<file path="src/rtl/pwm_pin_pkg.sv">
package pwm_pin_pkg;
  typedef enum logic {
    PAIR_INPHASE = 1'b0,
    PAIR_COMPL   = 1'b1
  } pair_mode_e;

  typedef struct packed {
    logic hi;
    logic lo;
  } pair_drive_t;
endpackage

</file>
<file path="src/rtl/pwm_deadband.sv">
module pwm_deadband #(
  parameter int DTW = 8
) (
  input  logic           clk,
  input  logic           rst,
  input  logic           raw,
  input  logic           comp,
  input  logic [DTW-1:0] dt,
  output pwm_pin_pkg::pair_drive_t drive
);
  import pwm_pin_pkg::*;

  localparam int CW = DTW + 1;
  localparam logic [CW-1:0] RUN_MAX = '1;

  logic          level_q;
  logic [CW-1:0] run_q;
  logic          settled;
  pair_mode_e    mode;

  always_ff @(posedge clk) begin
    if (rst) begin
      level_q <= 1'b0;
      run_q   <= '0;
    end else if (raw != level_q) begin
      level_q <= raw;
      run_q   <= {{(CW-1){1'b0}}, 1'b1};
    end else if (run_q != RUN_MAX) begin
      run_q <= run_q + 1'b1;
    end
  end

  always_comb begin
    mode    = pair_mode_e'(comp);
    settled = run_q > {1'b0, dt};
    if (mode == PAIR_COMPL) begin
      drive.hi = level_q & settled;
      drive.lo = ~level_q & settled;
    end else begin
      drive.hi = level_q;
      drive.lo = level_q;
    end
  end

  // the two sides of a complementary pair are never active together.
  p_sides_exclusive_r2: assert property (@(posedge clk) disable iff (rst)
    comp |-> !(drive.hi && drive.lo));
endmodule

</file>
<file path="src/rtl/pwm_brake_ctl.sv">
module pwm_brake_ctl (
  input  logic clk,
  input  logic rst,
  input  logic brake_in,
  input  logic brake_clr,
  output logic fault
);
  logic sync1_q, sync2_q;

  always_ff @(posedge clk) begin
    if (rst) begin
      sync1_q <= 1'b0;
      sync2_q <= 1'b0;
      fault   <= 1'b0;
    end else begin
      sync1_q <= brake_in;
      sync2_q <= sync1_q;
      if (sync2_q)        fault <= 1'b1;
      else if (brake_clr) fault <= 1'b0;
    end
  end

  p_set_on_brake_r10: assert property (@(posedge clk) disable iff (rst)
    sync2_q |=> fault);

  p_fault_holds_r9: assert property (@(posedge clk) disable iff (rst)
    (fault && !brake_clr) |=> fault);
endmodule

</file>
<file path="src/rtl/pwm_pin_ctl.sv">
module pwm_pin_ctl (
  input  logic clk,
  input  logic rst,
  input  logic pwm,
  input  logic mask_en,
  input  logic mask_val,
  input  logic pol_inv,
  input  logic fault,
  output logic pin,
  output logic oe
);
  logic chosen;

  always_comb chosen = mask_en ? mask_val : pwm;

  always_ff @(posedge clk) begin
    if (rst || fault) begin
      pin <= 1'b0;
      oe  <= 1'b0;
    end else begin
      pin <= chosen ^ pol_inv;
      oe  <= 1'b1;
    end
  end

  p_reset_quiet_r1: assert property (@(posedge clk)
    $past(rst) |-> (!pin && !oe));
endmodule

</file>
<file path="src/rtl/pwm_pin_stage.sv">
module pwm_pin_stage #(
  parameter int NPAIR = 3,
  parameter int DTW   = 8
) (
  input  logic                 clk,
  input  logic                 rst,
  input  logic [NPAIR-1:0]     raw_pwm,
  input  logic [NPAIR-1:0]     pair_comp,
  input  logic [DTW-1:0]       dead_time,
  input  logic [2*NPAIR-1:0]   mask_en,
  input  logic [2*NPAIR-1:0]   mask_val,
  input  logic [2*NPAIR-1:0]   pol_inv,
  input  logic                 brake_in,
  input  logic                 brake_clr,
  output logic [2*NPAIR-1:0]   pin_out,
  output logic [2*NPAIR-1:0]   pin_oe,
  output logic                 brake_irq
);
  import pwm_pin_pkg::*;

  localparam int NPIN = 2 * NPAIR;

  logic [NPIN-1:0] pos_pwm;
  logic            fault;

  pwm_brake_ctl u_brake (
    .clk      (clk),
    .rst      (rst),
    .brake_in (brake_in),
    .brake_clr(brake_clr),
    .fault    (fault)
  );

  assign brake_irq = fault;

  for (genvar p = 0; p < NPAIR; p++) begin : g_pair
    pair_drive_t drv;

    pwm_deadband #(.DTW(DTW)) u_db (
      .clk  (clk),
      .rst  (rst),
      .raw  (raw_pwm[p]),
      .comp (pair_comp[p]),
      .dt   (dead_time),
      .drive(drv)
    );

    assign pos_pwm[2*p]   = drv.hi;
    assign pos_pwm[2*p+1] = drv.lo;

    // pins of an unmodified complementary pair never both high.
    p_pins_no_overlap_r2: assert property (@(posedge clk) disable iff (rst)
      $past(pair_comp[p] & ~mask_en[2*p] & ~mask_en[2*p+1]
            & ~pol_inv[2*p] & ~pol_inv[2*p+1])
      |-> !(pin_out[2*p] && pin_out[2*p+1]));
  end

  for (genvar i = 0; i < NPIN; i++) begin : g_pin
    pwm_pin_ctl u_pin (
      .clk     (clk),
      .rst     (rst),
      .pwm     (pos_pwm[i]),
      .mask_en (mask_en[i]),
      .mask_val(mask_val[i]),
      .pol_inv (pol_inv[i]),
      .fault   (fault),
      .pin     (pin_out[i]),
      .oe      (pin_oe[i])
    );
  end

  p_brake_tristate_r8: assert property (@(posedge clk) disable iff (rst)
    brake_irq |=> (pin_oe == '0 && pin_out == '0));
endmodule

</file>
<file path="config.mk">
export PLATFORM = sky130hd
export DESIGN_NAME = pwm_pin_stage
export DESIGN_NICKNAME = d
export VERILOG_FILES = /design/src/rtl/pwm_pin_pkg.sv /design/src/rtl/pwm_deadband.sv /design/src/rtl/pwm_brake_ctl.sv /design/src/rtl/pwm_pin_ctl.sv /design/src/rtl/pwm_pin_stage.sv
export SDC_FILE = /design/constraint.sdc
export NUM_CORES = 1
export LEC_CHECK = 0
export BUFFER_PORTS_ARGS = -buffer_cell sky130_fd_sc_hd__buf_2
export CORE_MARGIN = 2
export CORE_UTILIZATION = 54
export DETAILED_ROUTE_END_ITERATION = 6
export GPL_TIMING_DRIVEN = 0
export PLACE_DENSITY = 0.84
export SLEW_MARGIN = 20
export SYNTH_ARGS = -nofsm -noshare
export SYNTH_HDL_FRONTEND = slang
export SYNTH_HIERARCHICAL = 1
export SYNTH_SLANG_ARGS = --single-unit
</file>
<file path="constraint.sdc">
create_clock -name clk -period 2.1 [get_ports clk]
set_input_delay 0.315 -clock clk [delete_from_list [all_inputs] [get_ports clk]]
set_output_delay 0.315 -clock clk [all_outputs]
set_load 0.005 [all_outputs]
</file>
# [Word-level counts from Yosys, hierarchy flattened]
# Cells that the tools add are included.
[word_totals] latch_bits=0 n_memories=0 wordCells=72 ram_bits=0 mem_bits_ro=0 inputBits=36 reg_bits=40
[op_classes] n_mul=0 n_mux=18 n_reduce_logical=8 bitwise_logic=15 shifts=0 eq_ne=6 n_addsub=3 n_div=0 order_cmp=3
[ops] cell="$add A9 B1 Y9 const B" count=3
[ops] cell="$gt A9 B8 Y1" count=3
[ops] cell="$ne A9 B9 Y1 const B" count=3
[ops] cell="$mux W1" count=15
[ops] cell="$reduce_bool A2 Y1" count=4
[ops] cell="$and A1 B1 Y1" count=6
[ops] cell="$mux W2" count=3
[ops] cell="$reduce_or A2 Y1" count=3
[ops] cell="$xor A1 B1 Y1" count=6
[ops] cell="$ne A1 B1 Y1" count=3
[ops] cell="$not A1 Y1" count=3
[ops] cell="$logic_or A1 B1 Y1" count=1

# [Longest topological paths before layout]
[logic_depth] word_depth=5 mapped_depth=9 depth_no_buf=8

# [Cells and area by module]
# Netlist, hierarchy kept.
[modules_own_cells] mod="pwm_deadband" n_inst=3 cells_per_inst=81 area_per_inst_um2=691.9 seq_area_each_um2=200.2
[modules_own_cells] mod="pwm_pin_ctl" n_inst=6 cells_per_inst=7 area_per_inst_um2=77.6 seq_area_each_um2=40.0
[modules_own_cells] mod="pwm_brake_ctl" n_inst=1 cells_per_inst=8 area_per_inst_um2=91.3 seq_area_each_um2=60.1

# [Worst setup path before layout]
# No wires, ideal clock.
[synth_path] path_kind="reg-to-reg" start="reg g_pair[0].u_db.run_q[0]" end="reg g_pin[1].u_pin.pin" setup_time_ns=0.123 arrival_ns=1.743 stages_incl_launch_ff=9 setup_slack_ns=0.234 n_path_buf=0 path_cell_list="dfxtp_1 inv_1 ha_1 inv_1 or3_1 o211ai_1 o21ai_0 mux2i_1 mux2_1"
[synth_lines] element="start: declaration" line="pwm_deadband.sv:17" rtl="logic [CW-1:0] run_q;"
[synth_lines] element="start signal: assignment" line="pwm_deadband.sv:27" rtl="run_q <= {{(CW-1){1'b0}}, 1'b1};"
[synth_lines] element="start signal: assignment" line="pwm_deadband.sv:29" rtl="run_q <= run_q + 1'b1;"
[synth_lines] element="end signal: assignment" line="pwm_pin_ctl.sv:21" rtl="pin <= chosen ^ pol_inv;"
[synth_lines] element="end: declaration" line="pwm_pin_ctl.sv:9" rtl="output logic pin,"

==> impl_metrics.csv <==
group,metric,value,unit
outcome,status,"finished, final reports clean",
worst_setup_path,worstPathCellList,"ha_4 > nand4_1 > or3_1 > o211ai_1 > a21boi_0 > mux2i_1 > mux2_1",
timing,setup_viol,0,
min_path,holdPathStages,2,
synthesis,synth-simple-area-share,22.8,%
clock_tree,cts_sinks,45,
detailed_routing,wirelength,5.17,mm
synthesis,avgSynthCellArea,8.98,sq um
run,drv_cap,0,
finish,n_antenna_cell,0,
worst_setup_path,cp.depth,7,
worst_setup_path,cp_slowest_cell,"dfxtp_1",
detailed_routing,firstDrtPassIters,4,
pwr,p_sw_share,24.8,%
worst_setup_path,timing.rr.start,"g_pair[1].u_db/run_q[4]",
worst_setup_path,crit_path_start_kind,"flop",
pwr,combPwrFrac,12.5,%
timing,tightestPinTransition,626,ps
worst_setup_path,crit_buf_inv,0,
timing,maxSlewViolCount,0,
synthesis,seq_area_frac_synth,34.2,%
worst_setup_path,slowest_delay,380,ps
detailed_routing,routed_via_density,5.15,
detailed_routing,drt_iter0_markers,97,
die,die_h,73.8,microns
grt,grt_pass1_vias,2075,
grt,grt_first_pass_wirelength,8.73,mm
timing,min_period,2070,ps
detailed_routing,wl_per_cell,12.3,microns
clock_tree,clkTransAtPathRegs,90,ps
detailed_routing,remaining_drc_errors,0,
worst_setup_path,cp.required,2290,ps
clock_tree,clock_path_buffers,2,
detailed_routing,vias,2158,
synthesis,synth.ff_latch_count,45,
worst_setup_path,r2r_cells,7,
die,initial_core_util,55.7,%
synthesis,synth_top_family_by_area,"simple AND/OR/NAND/NOR gates",
grt,grt_start_max_net_pins,31,
grt,grt_antenna_before_repair,0,
die,die_w,73.8,microns
timing,achievable-frequency,0.484,GHz
finish,design_area,3190,sq um
worst_setup_path,worstPathMaxFanout,4,
worst_setup_path,worstPathArrival,2260,ps
place,numPortBuffers,48,
synthesis,synth.distinct_cells,28,
grt,grt_use_total,20.3,%
pwr,pwr-share-seq,50.8,%
clock_tree,cts_tree,"yes",
grt,grt_overflow,0,
synthesis,synthAdderAreaFrac,14.3,%
clock_tree,clock_latency,300,ps
place,place_area,2960,sq um
finish,drive_gt1_share,26.1,%
worst_setup_path,end_kind,"flop",
synthesis,synth_xor_area_share,6.99,%
min_path,min_path_type,"in -> reg",
finish,layout_commonest_cell,"buf_2",
pwr,switchingPower,0.000445,W
pwr,power_frac_clock,36.7,%
worst_setup_path,rr_endpoint,"g_pin[2].u_pin/pin",
finish,areaGrowthSynthToFinish,21.1,%
synthesis,synth_nets,359,
min_path,min_to,"u_brake/sync1_q",
synthesis,synth-compound-area-share,8.46,%
die,rows,25,
die,die-area,5450,sq um
synthesis,yosys_warnings,6,
timing,hold_ws,231,ps
finish,final_nets,417,
synthesis,muxShareOfSynthArea,7.13,%
worst_setup_path,crit_type,"reg -> reg",
die,ios,49,
place,gp_congestion,0.824,
clock_tree,hold_buffers,0,
timing,layout_setup_ws,34.4,ps
synthesis,synth_area,2630,sq um
timing,period_share,98.4,%
timing,finClkSkew,5.27,ps
detailed_routing,antenna_left,0,
clock_tree,clock-root-buffer,"clkbuf_8",
min_path,hold_start,"brake_in",
timing,rsz0062_at_grt,"true",
die,coreArea,4720,sq um
pwr,leakage,1.52,nW
worst_setup_path,r2r_slack,30,ps
pwr,cellPowerDensity,563,nW/um^2
timing,relSlewSlack,58.2,%
synthesis,synth_cells,293,
timing,hold_viol,0,
clock_tree,cts_made_buffers,5,
finish,layout_common_cells,"48 x buf_2, 31 x inv_1, 30 x dfxtp_1",
place,dp.final_hpwl,4.02,mm
clock_tree,cts_htree_levels,2,
place,place_ws,-132,ps
worst_setup_path,cp_top_family,"multiplexers",
pwr,intPower,0.00135,W
pwr,ir_drop,322,uV
[Yosys cell counts (all sizes together)]
| cell | count | area share [%] |
|---|---|---|
| o21ai | 9 | 1.7 |
| o211ai | 6 | 1.7 |
| nand3 | 6 | 1.1 |
| nand4 | 3 | 0.71 |
| nand2 | 15 | 2.1 |
| or3 | 6 | 1.4 |
| xor2 | 9 | 3.0 |
| clkbuf | 3 | 0.43 |
| o221ai | 3 | 1.0 |
| buf | 3 | 1.3 |
| nor3b | 6 | 1.7 |
| and2b | 3 | 1.0 |
| mux2 | 6 | 2.6 |
| mux2i | 12 | 4.6 |
| xnor2 | 12 | 4.0 |
| ha | 30 | 14 |
| a21boi | 3 | 0.86 |
| nand4b | 6 | 3.7 |
| a21oi | 16 | 3.2 |
| inv | 31 | 4.4 |
| nor2b | 5 | 1.2 |
| nor3 | 15 | 2.9 |
| nand2b | 10 | 2.4 |
| nor2 | 30 | 4.6 |
| dfxtp | 45 | 34 |
[stage by stage]
stage	setup TNS [ps]	instances	total power, W	util, %
after floorplan	0	293	0.00105	-
after global placement	-392	408	0.00114	62.6
after global routing	-20.9	419	0.00187	67.5
after CTS	0	416	0.00181	65.4
after detailed placement	-611	408	0.00115	62.6
final	0	419	0.00179	67.5
[cell families after synthesis]
group / count (synthesis)
compound gates: 37
xor+xnor: 21
fa+ha+maj: 30
buf+inv: 37
flops: 45
mux: 18
simple gates: 105
[registers in the layout (all words and copies together), names as in the netlist]
name	cells
u_brake/sync1_q	1
u_brake/fault	1
g_pin.u_pin/pin	6
u_brake/sync2_q	1
g_pair.u_db/run_q	27
g_pin.u_pin/oe	6
g_pair.u_db/level_q	3
[worst max-delay path by stage]
stage               slack, ps                    start                 end
floorplan                 230  g_pair[0].u_db/run_q[0]  g_pin[1].u_pin/pin
detailed placement       -130             dead_time[4]  g_pin[0].u_pin/pin
global route              -20  g_pair[0].u_db/run_q[3]  g_pin[0].u_pin/pin
global placement         -110             dead_time[4]  g_pin[0].u_pin/pin
CTS                         1  g_pair[1].u_db/run_q[2]  g_pin[3].u_pin/pin
finish                     30  g_pair[1].u_db/run_q[4]  g_pin[2].u_pin/pin
[area by class of cell]
type / count / area [sq um]
multi-input cells: 211 / 1630
fillers: 370 / 1540
flip-flops and latches: 45 / 932
repair buffers: 51 / 263
inverters: 31 / 116
well taps: 67 / 83.8
clock buffers: 5 / 68.8
clock inverters: 3 / 46.3
plain buffers: 6 / 45.0
[per-layer routing]
| layer | global-route usage [%] | share of wire, % | vias up |
|---|---|---|---|
| li1 | - | - | 1119 |
| met1 | 24.2 | 45 | 978 |
| met2 | 35.3 | 48 | 53 |
| met3 | 4.80 | 5.3 | 8 |
| met4 | 6.87 | 1.3 | 0 |
| met5 | 0 | 0 | - |
[power groups by stage]
| stage | clock network (W) | registers, W | logic (W) |
|---|---|---|---|
| finish | 0.000659 | 0.000911 | 0.000224 |
| global route | 0.000700 | 0.000916 | 0.000256 |
| CTS | 0.000676 | 0.000917 | 0.000218 |
| detailed placement | 0 | 0.000935 | 0.000215 |
| global placement | 0 | 0.000934 | 0.000206 |
| floorplan | 0 | 0.000933 | 0.000120 |
[timing repair]
item / in CTS / in global routing
setup endpoints to repair: 3 / 6
gates resized for setup: 6 / 23
pin swaps: 0 / 5
setup buffers: 0 / 3
Power figures use the tool's default switching activity.
